[src/rtl/xlate_pkg.sv]
package xlate_pkg;
  localparam int IADDR_W = 28;
  localparam int MAP_W   = 2;
  localparam int BANK_W  = 2;
  localparam int LOW_W   = IADDR_W - MAP_W - BANK_W;
  localparam int CYC_W   = 2;
  localparam int DATA_W  = 32;

  localparam logic [MAP_W-1:0] MAP_DEVCYC = MAP_W'(3);

  typedef enum logic [1:0] {
    ACC_LOCAL   = 2'd0,
    ACC_CTRL_RD = 2'd1,
    ACC_CTRL_WR = 2'd2,
    ACC_FWD     = 2'd3
  } acc_kind_e;

  typedef struct packed {
    logic [MAP_W-1:0]  map;
    logic [BANK_W-1:0] bank;
    logic [LOW_W-1:0]  low;
  } iaddr_t;

  // Split a flat internal address into its map, bank and low fields.
  function automatic iaddr_t split_iaddr(input logic [IADDR_W-1:0] a);
    iaddr_t t;
    t.map  = a[IADDR_W-1 -: MAP_W];
    t.bank = a[LOW_W + BANK_W - 1 -: BANK_W];
    t.low  = a[LOW_W-1:0];
    return t;
  endfunction

  // Device cycle type is only meaningful in the device-cycle map.
  function automatic logic [CYC_W-1:0] cycle_kind(input iaddr_t t);
    if (t.map == MAP_DEVCYC) return t.low[CYC_W-1:0];
    return '0;
  endfunction

  function automatic logic [DATA_W-1:0] widen_iaddr(input logic [IADDR_W-1:0] a);
    return {{(DATA_W-IADDR_W){1'b0}}, a};
  endfunction
endpackage

[src/rtl/xlate_classify.sv]
module xlate_classify
  import xlate_pkg::*;
#(
  parameter int HADDR_W  = 28,
  parameter int CTRL_OFS = 'h00,
  parameter int DATA_OFS = 'h10
) (
  input  logic               idx_mode,
  input  logic               h_wr,
  input  logic [HADDR_W-1:0] h_addr,
  output acc_kind_e          kind
);
  localparam logic [HADDR_W-1:0] CTRL_A = HADDR_W'(CTRL_OFS);
  localparam logic [HADDR_W-1:0] DATA_A = HADDR_W'(DATA_OFS);

  always_comb begin
    if (!idx_mode)            kind = ACC_FWD;
    else if (h_addr == CTRL_A) kind = h_wr ? ACC_CTRL_WR : ACC_CTRL_RD;
    else if (h_addr == DATA_A) kind = ACC_FWD;
    else                       kind = ACC_LOCAL;
  end
endmodule

[src/rtl/xlate_ctrl_reg.sv]
module xlate_ctrl_reg
  import xlate_pkg::*;
(
  input  logic               clk,
  input  logic               rst_n,
  input  logic               load,
  input  logic [IADDR_W-1:0] din,
  output logic [IADDR_W-1:0] q
);
  always_ff @(posedge clk or negedge rst_n) begin
    if (!rst_n)    q <= '0;
    else if (load) q <= din;
  end
endmodule

[src/rtl/xlate_seq.sv]
module xlate_seq
  import xlate_pkg::*;
(
  input  logic               clk,
  input  logic               rst_n,
  input  logic               h_sel,
  input  logic               h_wr,
  input  logic [DATA_W-1:0]  h_wdata,
  input  acc_kind_e          kind,
  input  logic [IADDR_W-1:0] target,
  input  logic [IADDR_W-1:0] held_addr,
  input  logic               c_ack,
  input  logic [DATA_W-1:0]  c_rdata,
  output logic               accept,
  output logic               h_ready,
  output logic [DATA_W-1:0]  h_rdata,
  output logic               c_req,
  output logic               c_we,
  output iaddr_t             c_tgt,
  output logic [DATA_W-1:0]  c_wdata
);
  typedef enum logic [1:0] {ST_IDLE, ST_BUSY, ST_RESP} st_e;
  st_e st;

  assign accept  = h_sel && (st == ST_IDLE);
  assign h_ready = (st == ST_RESP);
  assign c_req   = (st == ST_BUSY);

  always_ff @(posedge clk or negedge rst_n) begin
    if (!rst_n) begin
      st      <= ST_IDLE;
      h_rdata <= '0;
      c_we    <= 1'b0;
      c_tgt   <= '0;
      c_wdata <= '0;
    end else begin
      case (st)
        ST_IDLE: if (accept) begin
          case (kind)
            ACC_FWD: begin
              st      <= ST_BUSY;
              c_we    <= h_wr;
              c_tgt   <= split_iaddr(target);
              c_wdata <= h_wdata;
            end
            ACC_CTRL_RD: begin
              st      <= ST_RESP;
              h_rdata <= widen_iaddr(held_addr);
            end
            default: begin
              st      <= ST_RESP;
              h_rdata <= '0;
            end
          endcase
        end
        ST_BUSY: if (c_ack) begin
          st      <= ST_RESP;
          h_rdata <= c_we ? '0 : c_rdata;
        end
        default: st <= ST_IDLE;
      endcase
    end
  end
endmodule

[src/rtl/idx_xlate_bridge.sv]
module idx_xlate_bridge
  import xlate_pkg::*;
#(
  parameter int HADDR_W  = 28,
  parameter int CTRL_OFS = 'h00,
  parameter int DATA_OFS = 'h10
) (
  input  logic               clk,
  input  logic               rst_n,
  input  logic               idx_mode,
  input  logic               h_sel,
  input  logic               h_wr,
  input  logic [HADDR_W-1:0] h_addr,
  input  logic [DATA_W-1:0]  h_wdata,
  output logic [DATA_W-1:0]  h_rdata,
  output logic               h_ready,
  output logic               c_req,
  output logic               c_we,
  output logic [MAP_W-1:0]   c_map,
  output logic [BANK_W-1:0]  c_bank,
  output logic [LOW_W-1:0]   c_low,
  output logic [CYC_W-1:0]   c_cyc,
  output logic [DATA_W-1:0]  c_wdata,
  input  logic [DATA_W-1:0]  c_rdata,
  input  logic               c_ack
);
  acc_kind_e          acc_kind;
  logic               acc_start;
  logic               latch_load;
  logic [IADDR_W-1:0] latch_q;
  logic [IADDR_W-1:0] fwd_addr;
  iaddr_t             req_tgt;

  xlate_classify #(
    .HADDR_W (HADDR_W),
    .CTRL_OFS(CTRL_OFS),
    .DATA_OFS(DATA_OFS)
  ) u_classify (
    .idx_mode(idx_mode),
    .h_wr    (h_wr),
    .h_addr  (h_addr),
    .kind    (acc_kind)
  );

  assign latch_load = acc_start && (acc_kind == ACC_CTRL_WR);

  xlate_ctrl_reg u_ctrl (
    .clk  (clk),
    .rst_n(rst_n),
    .load (latch_load),
    .din  (h_wdata[IADDR_W-1:0]),
    .q    (latch_q)
  );

  assign fwd_addr = idx_mode ? latch_q : h_addr[IADDR_W-1:0];

  xlate_seq u_seq (
    .clk      (clk),
    .rst_n    (rst_n),
    .h_sel    (h_sel),
    .h_wr     (h_wr),
    .h_wdata  (h_wdata),
    .kind     (acc_kind),
    .target   (fwd_addr),
    .held_addr(latch_q),
    .c_ack    (c_ack),
    .c_rdata  (c_rdata),
    .accept   (acc_start),
    .h_ready  (h_ready),
    .h_rdata  (h_rdata),
    .c_req    (c_req),
    .c_we     (c_we),
    .c_tgt    (req_tgt),
    .c_wdata  (c_wdata)
  );

  assign c_map  = req_tgt.map;
  assign c_bank = req_tgt.bank;
  assign c_low  = req_tgt.low;
  assign c_cyc  = cycle_kind(req_tgt);
endmodule

[config.mk]
export PLATFORM = sky130hd
export DESIGN_NAME = idx_xlate_bridge
export DESIGN_NICKNAME = d
export VERILOG_FILES = /design/src/rtl/xlate_pkg.sv /design/src/rtl/xlate_classify.sv /design/src/rtl/xlate_ctrl_reg.sv /design/src/rtl/xlate_seq.sv /design/src/rtl/idx_xlate_bridge.sv
export SDC_FILE = /design/constraint.sdc
export NUM_CORES = 1
export LEC_CHECK = 0
export BUFFER_PORTS_ARGS = -buffer_cell sky130_fd_sc_hd__buf_4
export CAP_MARGIN = 20
export CORE_ASPECT_RATIO = 0.7
export CORE_MARGIN = 2
export CORE_UTILIZATION = 50
export CTS_CLUSTER_DIAMETER = 60
export CTS_CLUSTER_SIZE = 8
export DETAILED_ROUTE_END_ITERATION = 10
export PLACE_DENSITY = 0.8
export REMOVE_ABC_BUFFERS = 1
export SLEW_MARGIN = 10
export SYNTH_ARGS = -nofsm -noshare
export SYNTH_HDL_FRONTEND = slang
export SYNTH_SLANG_ARGS = --single-unit
[constraint.sdc]
create_clock -name clk -period 2.7 [get_ports clk]
set_input_delay 0.54 -clock clk [delete_from_list [all_inputs] [get_ports clk]]
set_output_delay 0.54 -clock clk [all_outputs]
set_load 0.01 [all_outputs]
==> results.md <==
* Run status: finished, final reports clean
* Post-cts hold buffer count at 0
* Clk pin slew, worst setup/hold paths at 0.06 ns
* Detail Route Antenna Nets at 0
* Crit path max-delay family: simple AND/OR/NAND/NOR gates
* Crit path top cell by count: buf_4
* Hold slack at 0.1102 ns
* Unique masters post-synth at 29
* Buf/Inv on CP at 3
* Area grow syn2layout at 42.96%
* Reg2reg setup slack at 0.78 ns
* Starting Density at 51.08%
* Most numerous cell in the Yosys netlist: dfrtp_1
* Placed cell count at 795
* DRT Pass-1 Iters at 7
* Synth area leaders: dfrtp_1 55%, mux2_2 14%, mux2i_1 5.7%, a21oi_1 5.1%, mux2_1 4.4%
* Reg-to-Reg Start: u_seq.st[1]
* Die width at 130.3 um
* Yosys warning count at 0
* Seq cells post-synth at 123
* Die area at 12040 um^2
* All-layer global routing usage at 27.45%
* Relative slew slack at 62.52%
* EDFF count, synth at 0
* Setup crit end kind: flop
* Critical-path top delay cell: nor4_1
* Die height at 92.41 um
* Vias in the first global route at 4696
* Final #Nets at 759
* CTS root buf: clkbuf_16
* CP Class: in -> reg
* TritonCTS Sinks at 123
* Clock Skews at 0.009622 ns
* I/O pins at 195
* Post-synth top cells: 123 x dfrtp_1, 67 x mux2_2, 57 x a21oi_1
* Slowest cell delay on critical path at 0.52 ns
* Peak Freq at 408.5 MHz
* CTS Buf Count at 17
* Residual DRC at 0
* Diode count at 0
* Synth Instances at 454
* Type of origin of the critical path: input pin
* Unrepaired setup endpoints after global routing: false
* Asr flop ratio synth at 100.0%
* CP Cell Sequence: buf_4 > nor4_1 > nand2_1 > o41ai_4 > buf_4 > a21oi_4 > buf_12 > mux2_2
* Sequential share of the synthesized area at 55.13%
* Clk buf depth at 2
* Congestion Overflow GR at 0
* Hpwl dp at 11730 um
* H-tree Lvls at 4
* RR Endpoint: u_seq.c_wdata[26]
* Initial antenna violation count at 0
* Max rail drop VDD at 0.5610 mV
* Avg Inst Size Synth at 12.30 um^2
* Post-CTS Resized at 0
* Core area at 10930 um^2
* Final Power at 0.006708 W
* Syn Std Cell Area at 5583 um^2
* Dpl cell area at 7338 um^2
* Share of the clock period used by the worst path at 90.66%
* Max-cap violations at 0
* Final Hold Vio Count at 0
* Setup TNS at 0 ns
* Leakage power at 3.847 nW
* Final instance area at 7981 um^2
* Initial DRC count at 313
* Via count at 4551
* Endpoints failing setup at 0
* Post-CTS setup buffer count at 0
* Pins Over Slew Limit at 0
* Non-filler instance count after layout at 827
* Share of layout cells above drive strength 1 at 48.37%
* Worst hold path type: in -> async
* Largest area contributor in the netlist: dfrtp_1
* First-pass GRT wire length at 24870 um
* Clk_lat worst skew at 0.41 ns
* Critical Path AT at 2.74 ns
* Crit path max fanout at 22
* Synth Flop Type: dfrtp_1
* Worst-Margin Slew at 0.5571 ns
* Reg2reg path depth at 5
* Pin count of the biggest net entering global routing at 59
* Routability Congestion at 0.8024
* P per Cell Area at 840.4 nW/um^2
* Buffers on Ports at 194
* Rows at 32
* Share of the synthesized area in the top cell type at 55.13%
* Required time of the critical path at 2.99 ns
* Minimum clock period at 2.448 ns
* Total wire length at 16280 um
* CTS tree: built
* DR WL/cell at 19.68 um
* Vias per std cell at 5.503
[metal layers]
metal  global-route usage [%]  wire length, um
met5                        0                0
met2                    43.72             7608
met4                    8.423              283
met1                    36.12             6890
met3                    8.550             1492
[cells in the final DEF (no fill, tap or decap), types with 4 or more instances in the layout]
cell type	netlist	layout
a21oi_1	57	57
buf_12	0	8
buf_4	2	212
bufinv_16	0	4
clkbuf_16	0	17
clkinvlp_4	0	4
dfrtp_1	123	123
inv_1	7	7
mux2_1	22	22
mux2_2	67	67
mux2i_1	32	32
nand2_1	36	36
nand3b_1	28	28
nor4_1	5	5
o21ai_0	20	20
o21ai_1	9	9
[flip-flops by register name (all words and copies together) (netlist names)]
signal	count
u_seq.c_tgt	28
u_seq.c_we	1
u_ctrl.q	28
u_seq.c_wdata	32
u_seq.h_rdata	32
u_seq.st	2
[power by group]
part / internal, W / switching, W / leakage (nW)
clock network: 0.00160 / 0.000849 / 0.302
logic: 0.000941 / 0.000823 / 1.98
registers: 0.00224 / 0.000259 / 1.57
total: 0.00478 / 0.00193 / 3.85
[through the flow]
step	utilization [%]	worst slack, ns
3_3_place_gp	67.14	0.02002
6_report	73.02	0.2523
3_5_place_dp	67.14	-0.06608
4_1_cts	73.02	0.3294
5_1_grt	73.02	0.1864
2_1_floorplan	-	-1.373
[cell families after synthesis]
group / Yosys count / share of synthesized area [%]
compound gates: 88 / 8.360
mux: 121 / 23.69
buf+inv: 39 / 4.124
flops: 123 / 55.13
simple gates: 83 / 8.696
[worst max path at each step]
stage                     cells past startpoint  slack [ns]        from                 to
after floorplan                               3       -1.37       h_sel   u_seq.c_wdata[0]
after global placement                        8        0.02  h_addr[22]  u_seq.h_rdata[21]
after detailed placement                      8       -0.07  h_addr[22]   u_seq.h_rdata[0]
after CTS                                     8        0.33  h_addr[22]  u_seq.h_rdata[10]
after global routing                          8        0.19  h_addr[22]   u_seq.h_rdata[0]
final                                         8        0.25  h_addr[22]  u_seq.h_rdata[10]
[area by class of cell]
| class | count | area [um^2] |
|---|---|---|
| sequential | 123 | 3078 |
| fill | 796 | 2949 |
| multi-input combinational | 292 | 2291 |
| timing repair buffer | 220 | 1752 |
| clock buffer | 19 | 452.9 |
| tap | 153 | 191.4 |
| clock inverter | 13 | 190.2 |
| inverter | 7 | 26.28 |
Power figures use the tool's default switching activity.
